### config.mk
export PLATFORM = sky130hd
export DESIGN_NAME = muldiv_unit
export DESIGN_NICKNAME = d
export VERILOG_FILES = /design/src/rtl/muldiv_pkg.sv /design/src/rtl/muldiv_prep.sv /design/src/rtl/muldiv_mul_core.sv /design/src/rtl/muldiv_div_core.sv /design/src/rtl/muldiv_unit.sv
export SDC_FILE = /design/constraint.sdc
export NUM_CORES = 1
export LEC_CHECK = 0
export BUFFER_PORTS_ARGS = -buffer_cell sky130_fd_sc_hd__buf_2
export CAP_MARGIN = 20
export CELL_PAD_IN_SITES_DETAIL_PLACEMENT = 1
export CELL_PAD_IN_SITES_GLOBAL_PLACEMENT = 1
export CORE_MARGIN = 2
export CORE_UTILIZATION = 25
export DETAILED_ROUTE_END_ITERATION = 7
export PLACE_DENSITY = 0.47
export SLEW_MARGIN = 20
export SYNTH_ARGS = -nofsm -noshare
export SYNTH_HDL_FRONTEND = slang
export SYNTH_SLANG_ARGS = --single-unit
### constraint.sdc
create_clock -name clk -period 5.03 [get_ports clk]
set_input_delay 1.006 -clock clk [delete_from_list [all_inputs] [get_ports clk]]
set_output_delay 1.006 -clock clk [all_outputs]
set_load 0.03 [all_outputs]
### src/rtl/muldiv_pkg.sv
`timescale 1ns/1ps
package muldiv_pkg;
  typedef enum logic [1:0] {
    OP_MUL_S = 2'b00,
    OP_DIV_S = 2'b01,
    OP_MUL_U = 2'b10,
    OP_DIV_U = 2'b11
  } md_op_e;

  typedef enum logic [1:0] {
    ST_IDLE = 2'b00,
    ST_RUN  = 2'b01,
    ST_FIX  = 2'b10
  } md_state_e;
endpackage

### src/rtl/muldiv_prep.sv
`timescale 1ns/1ps
// Operand conditioning: magnitudes and result sign flags
module muldiv_prep #(
  parameter int WIDTH        = 32,
  parameter bit HAS_UNSIGNED = 1'b1
) (
  input  logic [1:0]       op,
  input  logic [WIDTH-1:0] a,
  input  logic [WIDTH-1:0] b,
  output logic             is_div,
  output logic [WIDTH-1:0] a_mag,
  output logic [WIDTH-1:0] b_mag,
  output logic             neg_main,
  output logic             neg_rem,
  output logic             b_zero
);
  logic signed_op;
  logic a_neg, b_neg;

  generate
    if (HAS_UNSIGNED) begin : g_uns
      assign signed_op = ~op[1];
    end else begin : g_sgn
      assign signed_op = 1'b1;
    end
  endgenerate

  assign is_div   = op[0];
  assign a_neg    = signed_op & a[WIDTH-1];
  assign b_neg    = signed_op & b[WIDTH-1];
  assign a_mag    = a_neg ? (~a + 1'b1) : a;
  assign b_mag    = b_neg ? (~b + 1'b1) : b;
  assign neg_main = a_neg ^ b_neg;
  assign neg_rem  = a_neg;
  assign b_zero   = (b == '0);
endmodule

### src/rtl/muldiv_mul_core.sv
`timescale 1ns/1ps
// Shift-and-add multiplier, one multiplier bit per step
module muldiv_mul_core #(
  parameter int WIDTH = 32
) (
  input  logic               clk,
  input  logic               rst_n,
  input  logic               load,
  input  logic               step,
  input  logic [WIDTH-1:0]   mcand,
  input  logic [WIDTH-1:0]   mplier,
  output logic [2*WIDTH-1:0] prod
);
  logic [WIDTH-1:0] mc_q, acc_q, sh_q;
  logic [WIDTH:0]   sum;

  assign sum  = {1'b0, acc_q} + (sh_q[0] ? {1'b0, mc_q} : '0);
  assign prod = {acc_q, sh_q};

  always_ff @(posedge clk or negedge rst_n) begin
    if (!rst_n) begin
      mc_q  <= '0;
      acc_q <= '0;
      sh_q  <= '0;
    end else if (load) begin
      mc_q  <= mcand;
      acc_q <= '0;
      sh_q  <= mplier;
    end else if (step) begin
      {acc_q, sh_q} <= {sum, sh_q[WIDTH-1:1]};
    end
  end
endmodule

### src/rtl/muldiv_div_core.sv
`timescale 1ns/1ps
// Restoring divider, one quotient bit per step
module muldiv_div_core #(
  parameter int WIDTH = 32
) (
  input  logic             clk,
  input  logic             rst_n,
  input  logic             load,
  input  logic             step,
  input  logic [WIDTH-1:0] dividend,
  input  logic [WIDTH-1:0] divisor,
  output logic [WIDTH-1:0] quo,
  output logic [WIDTH-1:0] rem
);
  logic [WIDTH-1:0] dv_q, rem_q, quo_q;
  logic [WIDTH:0]   shifted, trial;

  assign shifted = {rem_q, quo_q[WIDTH-1]};
  assign trial   = shifted - {1'b0, dv_q};
  assign quo     = quo_q;
  assign rem     = rem_q;

  always_ff @(posedge clk or negedge rst_n) begin
    if (!rst_n) begin
      dv_q  <= '0;
      rem_q <= '0;
      quo_q <= '0;
    end else if (load) begin
      dv_q  <= divisor;
      rem_q <= '0;
      quo_q <= dividend;
    end else if (step) begin
      if (!trial[WIDTH]) begin
        rem_q <= trial[WIDTH-1:0];
        quo_q <= {quo_q[WIDTH-2:0], 1'b1};
      end else begin
        rem_q <= shifted[WIDTH-1:0];
        quo_q <= {quo_q[WIDTH-2:0], 1'b0};
      end
    end
  end

  // partial remainder always stays below a nonzero divisor
  p_rem_below_r2: assert property (@(posedge clk) disable iff (!rst_n)
    (step && dv_q != '0) |=> (rem_q < dv_q));
endmodule

### src/rtl/muldiv_unit.sv
`timescale 1ns/1ps
module muldiv_unit #(
  parameter int WIDTH        = 32,
  parameter bit HAS_UNSIGNED = 1'b1
) (
  input  logic             clk,
  input  logic             rst_n,
  input  logic             cmd_valid,
  output logic             cmd_ready,
  input  logic [1:0]       cmd_op,
  input  logic [WIDTH-1:0] cmd_a,
  input  logic [WIDTH-1:0] cmd_b,
  output logic             busy,
  output logic [WIDTH-1:0] hi_out,
  output logic [WIDTH-1:0] lo_out
);
  import muldiv_pkg::*;

  localparam int CW = (WIDTH > 2) ? $clog2(WIDTH) : 1;
  localparam logic [CW-1:0] LAST = CW'(WIDTH - 1);

  md_state_e        state_q;
  logic [CW-1:0]    cnt_q;
  logic             accept, step;
  logic             p_is_div, p_neg_main, p_neg_rem, p_b_zero;
  logic [WIDTH-1:0] p_a_mag, p_b_mag;
  logic             is_div_q, neg_main_q, neg_rem_q, b_zero_q;
  logic [WIDTH-1:0] a_raw_q, hi_q, lo_q;
  logic [2*WIDTH-1:0] prod, prod_s;
  logic [WIDTH-1:0] quo, rem, quo_s, rem_s, hi_d, lo_d;

  assign busy      = (state_q != ST_IDLE);
  assign cmd_ready = ~busy;
  assign accept    = cmd_valid & cmd_ready;
  assign step      = (state_q == ST_RUN);
  assign hi_out    = hi_q;
  assign lo_out    = lo_q;

  muldiv_prep #(.WIDTH(WIDTH), .HAS_UNSIGNED(HAS_UNSIGNED)) u_prep (
    .op(cmd_op), .a(cmd_a), .b(cmd_b),
    .is_div(p_is_div), .a_mag(p_a_mag), .b_mag(p_b_mag),
    .neg_main(p_neg_main), .neg_rem(p_neg_rem), .b_zero(p_b_zero)
  );

  muldiv_mul_core #(.WIDTH(WIDTH)) u_mul (
    .clk(clk), .rst_n(rst_n), .load(accept), .step(step),
    .mcand(p_a_mag), .mplier(p_b_mag), .prod(prod)
  );

  muldiv_div_core #(.WIDTH(WIDTH)) u_div (
    .clk(clk), .rst_n(rst_n), .load(accept), .step(step),
    .dividend(p_a_mag), .divisor(p_b_mag), .quo(quo), .rem(rem)
  );

  // Sign fix-up and result selection
  always_comb begin
    prod_s = neg_main_q ? (~prod + 1'b1) : prod;
    quo_s  = neg_main_q ? (~quo + 1'b1)  : quo;
    rem_s  = neg_rem_q  ? (~rem + 1'b1)  : rem;
    if (!is_div_q) begin
      hi_d = prod_s[2*WIDTH-1:WIDTH];
      lo_d = prod_s[WIDTH-1:0];
    end else if (b_zero_q) begin
      hi_d = a_raw_q;
      lo_d = '1;
    end else begin
      hi_d = rem_s;
      lo_d = quo_s;
    end
  end

  always_ff @(posedge clk or negedge rst_n) begin
    if (!rst_n) begin
      state_q    <= ST_IDLE;
      cnt_q      <= '0;
      is_div_q   <= 1'b0;
      neg_main_q <= 1'b0;
      neg_rem_q  <= 1'b0;
      b_zero_q   <= 1'b0;
      a_raw_q    <= '0;
      hi_q       <= '0;
      lo_q       <= '0;
    end else begin
      case (state_q)
        ST_IDLE: if (cmd_valid) begin
          state_q    <= ST_RUN;
          cnt_q      <= '0;
          is_div_q   <= p_is_div;
          neg_main_q <= p_neg_main;
          neg_rem_q  <= p_neg_rem;
          b_zero_q   <= p_b_zero;
          a_raw_q    <= cmd_a;
        end
        ST_RUN: begin
          cnt_q <= cnt_q + 1'b1;
          if (cnt_q == LAST) state_q <= ST_FIX;
        end
        ST_FIX: begin
          hi_q    <= hi_d;
          lo_q    <= lo_d;
          state_q <= ST_IDLE;
        end
        default: state_q <= ST_IDLE;
      endcase
    end
  end

  // an accepted command makes the unit busy on the next cycle
  p_accept_busy_r6: assert property (@(posedge clk) disable iff (!rst_n)
    accept |=> busy);
  // busy only rises because a command was offered
  p_busy_cause_r6: assert property (@(posedge clk) disable iff (!rst_n)
    $rose(busy) |-> $past(cmd_valid));
  // iteration runs to its end regardless of new commands
  p_run_continue_r7: assert property (@(posedge clk) disable iff (!rst_n)
    (state_q == ST_RUN && cnt_q != LAST) |=> (state_q == ST_RUN));
  // result registers change only in the fix-up cycle
  p_hold_r8: assert property (@(posedge clk) disable iff (!rst_n)
    (state_q != ST_FIX) |=> ($stable(hi_q) && $stable(lo_q)));
endmodule

Word level (Yosys, flattened, before mapping)
Index checks and enable logic that the tools add are counted.

word-level totals
  register bits = 299
  word-level logic and storage cells = 72
  bits of input ports = 69

operators by class
  eq/ne operators = 5
  muxes and demuxes = 25
  reductions and logical operators = 8
  add/subtract/negate cells = 8
  bitwise logic cells = 11

operators by type and width
  kind                     count
  $mux W32                 18
  $add A32 B1 Y32 const B  4
  $not A32 Y32             4
  $add A64 B1 Y64 const B  1
  $mux W64                 1
  $not A64 Y64             1
  $add A32 B33 Y33         1
  $sub A33 B32 Y33         1
  $logic_not A32 Y1        1
  $pmux W5 S2              1
  $reduce_and A2 Y1        3
  $reduce_bool A2 Y1       3
  $add A5 B1 Y5 const B    1
  $eq A5 B5 Y1 const B     1
  $mux W5                  1
  $mux W2                  2
  $pmux W2 S2              1
  $and A1 B1 Y1            3
  $eq A2 B1 Y1 const B     1
  $eq A2 B2 Y1 const B     1
  $logic_not A2 Y1         1
  $ne A2 B1 Y1 const B     1
  $ne A2 B2 Y1 const B     1
  $not A1 Y1               2
  other kinds (2)          2

Longest topological paths before layout
Gate-level depths: netlist of the first run.

  depth after elaboration = 5
  depth in mapped cells = 15

By module
A second synthesis of the first run with hierarchy kept.

second synthesis, totals
  cell total of the unflattened synthesis = 2468
  area, all modules = 21175.3 um^2

by module, submodules not included
  module           cells an instance  area each (um^2)  instances  sequential area each (um^2)
  muldiv_unit      952                7826.3            1          2677.6
  muldiv_div_core  713                6089.6            1          2402.3
  muldiv_mul_core  598                5825.6            1          2402.3
  muldiv_prep      205                1433.9            1          0.0

Worst setup path before layout of the first run
No wires, ideal clock.

  path kind = input -> register
  start point = input cmd_b[0]
  end point = register u_div.dv_q[24]
  setup slack = 1823 ps
  stages = 10
  data required time = 4893 ps
  path buffers = 0
  data arrival time = 3070 ps
  setup time = 137 ps
  cell sequence = inv_1 -> ha_1 -> nor3b_1 -> nor3b_1 -> and2b_1 -> nand2_1 -> or4_1 -> o31ai_1 -> xor2_1 -> a21oi_1

between the ends
  word-level cells in the longest chain between the ends = 3

ends and longest elaborated chain
  item                  RTL line               source
  start, declared       muldiv_unit.sv:12      input logic [WIDTH-1:0] cmd_b,
  $not A32 Y32          muldiv_prep.sv:32      assign b_mag = b_neg ? (~b + 1'b1) : b;
  $add A32 B1 Y32       muldiv_prep.sv:32
  $mux W32              muldiv_prep.sv:32
  end signal, assigned  muldiv_div_core.sv:29  dv_q <= divisor;
  end, declared         muldiv_div_core.sv:15  logic [WIDTH-1:0] dv_q, rem_q, quo_q;

No other way between the ends.
A chain may end at the register's enable or synchronous reset.

Worst setup path after layout of the first run
  start point = register u_div.quo_q[31], in the netlist u_div.quo[31]
  end point = register u_div.rem_q[13], in the netlist u_div.rem[13]

between the ends
  word-level cells in the longest chain between the ends = 4

ends and longest elaborated chain
  item                    RTL line               source
  start, declared         muldiv_div_core.sv:15
  start signal, assigned  muldiv_div_core.sv:31  quo_q <= dividend;
  start signal, assigned  muldiv_div_core.sv:35  quo_q <= {quo_q[WIDTH-2:0], 1'b1};
  start signal, assigned  muldiv_div_core.sv:38  quo_q <= {quo_q[WIDTH-2:0], 1'b0};
  $sub A33 B32 Y33        muldiv_div_core.sv:19  assign trial = shifted - {1'b0, dv_q};
  $mux W32                muldiv_div_core.sv:33  if (!trial[WIDTH]) begin
  $mux W32                muldiv_div_core.sv:32  end else if (step) begin
  $mux W32                muldiv_div_core.sv:28  end else if (load) begin
  end signal, assigned    muldiv_div_core.sv:34  rem_q <= trial[WIDTH-1:0];
  end signal, assigned    muldiv_div_core.sv:37  rem_q <= shifted[WIDTH-1:0];
  end, declared           muldiv_div_core.sv:15

No other way between the ends. The select of a mux whose other input is x is not followed.

==> out/metrics.cfg, run 1 <==
[logic_synthesis]
synth_ff_type=dfrtp_1
postSynthAreaPerCell_um2=8.147
synth_area_leaders=dfrtp_1 (37%), nand2_1 (8.9%), o21ai_0 (6.2%)
synth_top_area_share=0.3734
ys_seq_area_frac=0.3734
synthCells=2451
synth_warnings=0
ys_ff_latch=298
synthArstFlopShare=1.000
synth_commonest_cells=nand2_1 (472), dfrtp_1 (298), o21ai_0 (248), a21oi_1 (212), nor2_1 (152)
yosysTopAreaCell=dfrtp_1
yosysMostFrequentCell=nand2_1
synth_cell_types=76
synth_edf_count=0
syn-num-nets=2593
synth_area_um2=19970

[setup_path]
critical_path_class=reg2reg
reg2reg_from=u_div.quo[31]
cp_common_cell=o21ai_0
critPathArrivalTime_ps=4560
critPathSlowestCell=xnor2_4
crit_path_max_fanout=15
startpoint_type=flip-flop
end_kind=flip-flop
reg2reg_to=u_div.rem[13]
cp.required_ps=5400
r2r_cells=14
cp-startpoint=u_div.quo[31]
crit_chain=inv_1 > ha_1 > fa_1 > nand2b_1 > a21oi_1 > o21ai_1 > a211oi_1 > o21ai_0 > nand3_1 > a31oi_2 > xnor2_4 > buf_4 > mux2i_1 > o21ai_0
max_stage_delay_ps=600
rrSetupSlack_ps=840

[global_routing]
grt.overflow.total=0
grt_max_degree=191
grt_pass1_wl_um=125900
track_usage=0.2025
grt_pass1_vias=19080
antenna_found_initial=3

[layout]
drive_gt1_frac=0.1039
multiInputGateArea_um2=11790
regArea_um2=7463
antennaDiodeCount=0
nets=2655
syn2layout_area_growth_pct=15.91
fill_cells=9342
final_cell_area_um2=23150

[floorplan]
core_um2=79000
die-area_um2=82150
dieWidth_um=286.6
die_height_um=286.6
ioPinCount=135
rows=103
initial_core_util=0.2528

[timing]
slew_violations=0
tightest_slew_ps=1086
rsz0062_at_grt=false
finalSetupTns_ps=0
max-slew-margin-rel=0.2759
setup_violations=0
max_freq_mhz=238.7
period_minus_slack_ps=4189
min_period_over_period=0.8327
skew_ps=36.51
hold_violations=0

[clock_tree]
h-tree-depth=2
cts.sinks=298
cts_resized=0
clk_latency_ps=580
clock_path_buffers=3
clk_pin_slew_worst_paths_ps=60
root_buffer=clkbuf_16
cts_tree=yes
holdBufCountCts=0
post_cts_buffers=0
cts_buffers=42

[power_and_ir_drop]
p_leak_nw=9.942
irDropWorstVdd_uv=283.6
powerDensity_nw_per_um2=781.9

[route]
wl_per_cell_um=23.36
wirelength_um=83880
first_pass_iters=5
drtIter0Drc=1034
drc=0
antenna_violating_nets_post_route=0
vias_per_cell=5.060
vias=18170

[place]
gp_congestion=0.8589
dp_hpwl_um=63010
portBuffers=134
placed_area_um2=21720

[min_path]
hold_path_end=hi_out[13]
min_path_type=reg2reg
hp-start=hi_out[13]
holdPathStages=2

[run]
cap_violations=0

[status]
status=finished, final reports clean

## metrics by stage
| step | setup WS (ps) | cells | utilization | power [mW] | hold slack [ps] |
|---|---|---|---|---|---|
| finish | 841.3 | 3590 | 0.2930 | 18.10 | 471.6 |
| global route | 481.6 | 3590 | 0.2930 | 19.57 | 505.9 |
| CTS | 790.7 | 3590 | 0.2930 | 18.30 | 476.1 |
| detailed placement | 848.9 | 3519 | 0.2749 | 14.99 | 462.5 |
| global placement | 1008 | 3519 | 0.2749 | 14.81 | 460.4 |
| floorplan | 1823 | 2451 | - | 11.45 | 438.2 |
## final cells by class
cell class	count	share of cell area
multi-input cells	1952	0.5092
flip-flops and latches	298	0.3225
well taps	1050	0.05676
clock buffers	56	0.05033
repair buffers	159	0.04022
clock inverters	15	0.01130
inverters	60	0.009730
## where the power goes
group	leakage (nW)	switching, mW	internal (mW)
combinational	5.60	5.84	3.88
sequential	3.64	1.75	3.44
clock	0.701	1.21	1.98
## placed cells by master (no fill, tap or decap), drive strengths merged, types with 56 or more instances in the layout
| master | count |
|---|---|
| nor2 | 152 |
| clkbuf | 56 |
| xnor2 | 140 |
| o21ai | 260 |
| ha | 71 |
| a21oi | 212 |
| xor2 | 96 |
| inv | 62 |
| buf | 159 |
| nand2 | 473 |
| dfrtp | 298 |
## registers in the layout, summed over array words and instances, names as in the netlist
| signal | count |
|---|---|
| a_raw_q | 32 |
| b_zero_q | 1 |
| cnt_q | 5 |
| hi_out | 32 |
| is_div_q | 1 |
| lo_out | 32 |
| neg_main_q | 1 |
| neg_rem_q | 1 |
| state_q | 2 |
| u_div.dv_q | 32 |
| u_div.quo | 32 |
| u_div.rem | 32 |
| u_mul.acc_q | 32 |
| u_mul.mc_q | 31 |
| u_mul.sh_q | 32 |
## worst max-delay path, delay by kind of cell, from the launching register on
family / cells / cell delay [ps]
compound gates: 6 / 1330
xor+xnor: 1 / 600
fa+ha+maj: 2 / 640
buf+inv: 2 / 450
flops: 1 / 370
mux: 1 / 210
simple gates: 2 / 400
## kinds of logic after synthesis
family | after synthesis | synth area share
compound gates | 678 | 0.2004
simple gates | 919 | 0.2137
buf+inv | 201 | 0.03835
flops | 298 | 0.3734
fa+ha+maj | 73 | 0.04649
xor+xnor | 236 | 0.1044
mux | 46 | 0.02312
## worst max-delay path by stage
stage,end,depth (start not counted)
final,u_div.rem[13],14
after global routing,u_div.rem[13],14
after CTS,u_div.rem[13],14
after detailed placement,u_div.rem[2],14
after global placement,u_div.rem[10],14
after floorplan,u_div.dv_q[24],10
## per-layer routing
| metal | track usage | vias to the layer above | wire length [um] |
|---|---|---|---|
| met1 | 0.2785 | 9173 | 39870 |
| met2 | 0.3406 | 256 | 39990 |
| li1 | - | 8655 | - |
| met3 | 0.02488 | 79 | 2545 |
| met4 | 0.04018 | 4 | 1443 |
| met5 | 0 | - | 22 |
Note: power is estimated with default switching activity, not from simulation.
==> inputs of run 2 (changes only) <==
Settings changed: ABC_AREA from default to 1, PLACE_DENSITY 0.47 to 0.51.
Clock period 5.03 ns to 3.85 ns, I/O delays scaled along.
==> run 2 against run 1 <==
Die area rose by 16%; count of clock-buffer cells in the layout fell by 6; sequential cell count did not move; synthesized cell count rose by 52%; total power rose by 57%; non-clock buffer count rose by 19; design area rose by 16%; first-iteration DRC count rose by 75%; clock power rose by 31%; critical endpoint is now u_mul.acc_q[26]; largest cell class unchanged.
==> out/metrics.cfg, run 2 <==
[status]
status=finished, final reports clean

[layout]
syn2layout_area_growth_pct=15.36
nets=3962
drive_gt1_frac=0.08541
layout_common_cells=nand2_1 (1,103), nor2_1 (465), inv_1 (447)
fill_cells=11840
layout_commonest_cell=nand2_1

[setup_path]
critical_path_class=reg2reg
critPathSlowestCell=o21ai_0
cp.required_ps=4320
critPathTopFamily=compound AO/OA/AOI/OAI gates
crit_chain=buf_4 > nand2_1 > inv_1 > ha_1 > nand2_1 > o21ai_0 > a21oi_1 > o21ai_0 > nand2_1 > nand2_1 > nand2_1 > nand3_1 > nand2_1
critPathArrivalTime_ps=3470
cp-startpoint=u_mul.sh_q[0]
reg2reg_from=u_mul.sh_q[0]
max_stage_delay_ps=530
end_kind=flip-flop
cp_common_cell=nand2_1
crit_path_max_fanout=31
timing.critical_path.buf_inv=2
startpoint_type=flip-flop

[logic_synthesis]
synthArstFlopShare=1.000
synth_commonest_cells=nand2_1 (1,105), nor2_1 (467), inv_1 (449), o21ai_0 (337), nand3_1 (320)
yosysTopAreaCell=dfrtp_1
synth_ff_type=dfrtp_1
synthCells=3722
synth_cell_types=52
syn-num-nets=3864
synth_area_leaders=dfrtp_1 (32%), nand2_1 (18%), nor2_1 (7.5%)
synth_warnings=0
yosysMostFrequentCell=nand2_1
ys_ff_latch=298
synth_area_um2=23290
postSynthAreaPerCell_um2=6.257
ys_seq_area_frac=0.3202
synth_edf_count=0
synth_top_area_share=0.3202

[clock_tree]
clk_pin_slew_worst_paths_ps=60
root_buffer=clkbuf_16
clock_path_buffers=3
cts_resized=0
clk_latency_ps=580
h-tree-depth=2
cts_buffers=41
holdBufCountCts=0
cts.sinks=298
cts_tree=yes
post_cts_buffers=0

[place]
portBuffers=134
gp_congestion=0.8939
dp_hpwl_um=94910

[timing]
rsz0062_at_grt=false
max_freq_mhz=333.6
max-slew-margin-rel=0.2931
skew_ps=19.51
min_period_over_period=0.7785
tightest_slew_ps=1060
hold_violations=0
slew_violations=0
setup_violations=0
finalSetupTns_ps=0
period_minus_slack_ps=2997

[global_routing]
grt.overflow.total=0
track_usage=0.2459
antenna_found_initial=10
grt_pass1_wl_um=174600
grt_pass1_vias=25610
grt_max_degree=181

[power_and_ir_drop]
power.share.switching=0.5629
power_switching_mw=16.01
pwr-share-comb=0.622
irDropWorstVdd_uv=519.7
finalPower_mw=28.43
p_leak_nw=13.72
powerDensity_nw_per_um2=1058
power_frac_seq=0.231
p_int_mw=12.43
clock_power_share=0.147

[run]
cap_violations=0

[route]
wirelength_um=118500
drtIter0Drc=1810
first_pass_iters=6
vias=25550
wl_per_cell_um=23.23
antenna_violating_nets_post_route=0
vias_per_cell=5.010
drc=0

[floorplan]
core_um2=91940
die_height_um=309.2
die-area_um2=95610
initial_core_util=0.2533
ioPinCount=135
dieWidth_um=309.2
rows=111

[min_path]
min_path_type=in2async

## run 2: cell types whose count changed after synthesis, moves of 53 or more
cell | previous run | this run
nand2_1 | 472 | 1105
inv_1 | 60 | 449
nor2_1 | 152 | 467
nand3_1 | 30 | 320
xnor2_1 | 139 | 11
o21ai_0 | 248 | 337
xor2_1 | 96 | 23
and3_1 | 55 | 2
## run 2: power by group through the flow
| stage | registers, mW | clock network [mW] | logic [mW] |
|---|---|---|---|
| after floorplan | 5.67 | 0 | 12.1 |
| after global placement | 6.61 | 0 | 17.5 |
| after detailed placement | 6.59 | 0 | 17.6 |
| after CTS | 6.55 | 4.25 | 17.7 |
| after global routing | 6.71 | 4.38 | 19.9 |
| final | 6.56 | 4.18 | 17.7 |
## run 2: cells by family (layout without fill, tap and decap cells)
group / count (synthesis) / after routing / synth area share
other: 0 / 4 / 0
adders and majority gates: 73 / 73 / 0.03986
buffers and inverters: 585 / 715 / 0.09762
xor gates and xnor gates: 34 / 34 / 0.01279
AOI/OAI and AO/OA: 675 / 675 / 0.1591
DFF: 298 / 298 / 0.3202
and+or+nand+nor: 2057 / 2057 / 0.3704
## run 2: area by class of cell
cell class / instances / area [um2] / area share
Multi-Input combinational cell: 2839 / 13580 / 0.5054
Timing Repair Buffer: 178 / 1099 / 0.04089
Sequential cell: 298 / 7460 / 0.2777
Clock inverter: 25 / 309.0 / 0.01150
Tap cell: 1243 / 1555 / 0.05789
Antenna cell: 4 / 10.01 / 0.0003726
Clock buffer: 50 / 1120 / 0.04168
Inverter: 462 / 1735 / 0.06460
## run 2: stage by stage
| stage | setup WS (ps) | std cells | util | cell area [um2] | hold slack [ps] |
|---|---|---|---|---|---|
| finish | 852.8 | 5099 | 0.2922 | 26870 | 166.4 |
| global route | 565.2 | 5095 | 0.2921 | 26860 | 199.7 |
| CTS | 911.9 | 5095 | 0.2921 | 26860 | 180.3 |
| detailed placement | 915.2 | 5020 | 0.2766 | 25430 | 464.1 |
| global placement | 935.7 | 5020 | 0.2766 | 25430 | 464.5 |
| floorplan | 1284 | 3722 | - | 23290 | 443.6 |
## run 2: per-layer routing
layer / up-vias / wire length [um] / track usage
met5: - / 13 / 0
met4: 2 / 1975 / 0.04245
met3: 90 / 6433 / 0.02890
met2: 641 / 51420 / 0.3840
met1: 12550 / 58610 / 0.3655
li1: 12260 / - / -
## run 2: final timing paths
check                      slack, ps  cells after the start         endpoint
hold reg to reg                  480                      2       hi_out[31]
min in group clk                 470                      2       neg_main_q
setup reg to reg                 850                     13  u_mul.acc_q[26]
setup / recovery                 850                     13  u_mul.acc_q[26]
max in group asynchronous       2750                      2   u_div.dv_q[10]
hold / removal                   170                      1  u_mul.acc_q[22]
==> inputs of run 3 (changes only) <==
Clock period 3.85 ns to 2.7 ns, I/O delays scaled along.
==> run 3 against run 2 <==
Design area increased by 4.7%; maximum frequency grew 15%; die area unchanged; register-to-register slack lost 750 ps; global-route usage rose by 0.15 points; sequential cell count did not move.
==> out/metrics.cfg, run 3 (synthesis results as in run 2) <==
[timing]
period_minus_slack_ps=2599
min_period_over_period=0.9626
slew_violations=0
setup_violations=0
tightest_slew_ps=915.0
max_freq_mhz=384.8
hold_violations=0
skew_ps=27.11
max-slew-margin-rel=0.3835
worst_hold_slack_ps=212.7
setup_ws_ps=101.0

[floorplan]
ioPinCount=135
rows=111
dieWidth_um=309.2
core_um2=91940
initial_core_util=0.2533
die_height_um=309.2
die-area_um2=95610

[setup_path]
end_kind=flip-flop
r2r_cells=14
timing.critical_path.buf_inv=4
critical_path_class=reg2reg
max_stage_delay_ps=400
crit_path_max_fanout=17
critPathSlowestCell=dfrtp_1
startpoint_type=flip-flop
critPathTopFamily=simple AND/OR/NAND/NOR gates
rrSetupSlack_ps=100
reg2reg_to=u_mul.acc_q[19]
crit_cells=14
crit_path_end=u_mul.acc_q[19]
critPathArrivalTime_ps=3060
crit_chain=buf_4 > buf_6 > nand2_1 > inv_1 > ha_2 > nand2_1 > nor2_2 > inv_1 > nor2_2 > nand4_1 > nand3_1 > a21oi_1 > o21ai_0 > o21ai_0
reg2reg_from=u_mul.sh_q[0]
cp.required_ps=3160
cp-startpoint=u_mul.sh_q[0]

[layout]
layout_commonest_cell=nand2_1
nets=4100
layout_common_cells=nand2_1 (1,102), nor2_1 (456), inv_1 (447)
syn2layout_area_growth_pct=20.73
antennaDiodeCount=0
fill_cells=11860
drive_gt1_frac=0.1230

[status]
status=finished, final reports clean

[clock_tree]
clk_pin_slew_worst_paths_ps=60
root_buffer=clkbuf_16
cts.sinks=298
clock_path_buffers=3
h-tree-depth=2
clk_latency_ps=600
cts_buffers=41
cts_tree=yes

[place]
gp_congestion=0.8912
pre_cts_ws_ps=-25.65
portBuffers=134
dp_hpwl_um=96060

[global_routing]
grt_pass1_wl_um=175100
use_met2=0.3792
grt_pass1_vias=26170
busiest_layer=met2
grt_max_degree=80
grt.overflow.total=0
antenna_found_initial=5
gr-usage-met3=0.03778
gr-usage-met1=0.3616
track_usage=0.2473

[power_and_ir_drop]
powerDensity_nw_per_um2=1505
irDropWorstVdd_uv=627.1
p_leak_nw=14.40

[min_path]
min_path_type=in2reg
hp-start=cmd_op[0]

[route]
vias_per_cell=4.950
first_pass_iters=5
drtIter0Drc=1812
drc=0
antenna_violating_nets_post_route=0
vias=25880
wl_per_cell_um=22.71
wirelength_um=118700

[run]
cap_violations=0

[run 3: cell count changes in the layout (fill, tap and decap cells not counted), sizes merged]
| cell | before | now |
|---|---|---|
| clkbuf | 50 | 53 |
| inv | 463 | 462 |
| clkinvlp | 3 | 4 |
| clkinv | 15 | 9 |
| dlygate4sd3 | 0 | 1 |
| buf | 178 | 313 |
| diode | 4 | 0 |
| bufinv | 6 | 4 |
| nand2 | 1141 | 1142 |
| nand3 | 328 | 329 |
[run 3: repair_timing]
| item | CTS | global route |
|---|---|---|
| setup endpoints to repair | 7 | 56 |
| hold buffers | 1 | 0 |
| gates cloned | 0 | 2 |
| hold endpoints to repair | 52 | 0 |
| pin swaps | 0 | 6 |
| resized for setup | 4 | 47 |
| setup buffers | 0 | 11 |
[run 3: metrics by stage]
stage                 util  cells  area, um2  TNS (ps)  total power [mW]
CTS                 0.3029   5215      27850         0             41.84
global route        0.3058   5228      28120    -117.6             46.11
detailed placement  0.2876   5144      26450    -31.58             35.83
finish              0.3058   5228      28120         0             42.32
floorplan                -   3722      23290         0             25.29
global placement    0.2876   5144      26450         0             35.64
[run 3: metal layers]
layer  vias to the layer above  wire (um)
li1                      12520          -
met1                     12610      58510
met2                       627      51060
met3                       118       6320
met4                         4       2808
met5                         -         27
[run 3: cell type report]
class | count | area (um2) | area share
clock inverter | 17 | 254.0 | 0.009033
timing repair buffer | 314 | 2242 | 0.07974
multi-input combinational | 2841 | 13740 | 0.4887
tap | 1243 | 1555 | 0.05531
sequential | 298 | 7460 | 0.2653
inverter | 462 | 1735 | 0.06172
clock buffer | 53 | 1131 | 0.04023
[run 3: power breakdown]
group          switching (mW)  internal, mW  leakage (nW)
registers                2.26          6.50          3.61
logic                    18.7          9.19          10.1
clock network            2.35          3.37         0.665
[run 3: worst min-delay path by stage]
stage,end,slack (ps),cells past startpoint
6_report,is_div_q,210,3
5_1_grt,is_div_q,230,3
4_1_cts,is_div_q,200,3
3_5_place_dp,hi_out[19],460,2
3_3_place_gp,lo_out[29],460,2
2_1_floorplan,a_raw_q[0],240,0
[run 3: worst register-to-register path, stage by stage, from the launching register on]
cell and delay [ps]:
dfrtp_1 400, buf_4 200, buf_6 170, nand2_1 90
inv_1 80, ha_2 390, nand2_1 120, nor2_2 180
inv_1 100, nor2_2 160, nand4_1 110, nand3_1 150
a21oi_1 80, o21ai_0 120, o21ai_0 120
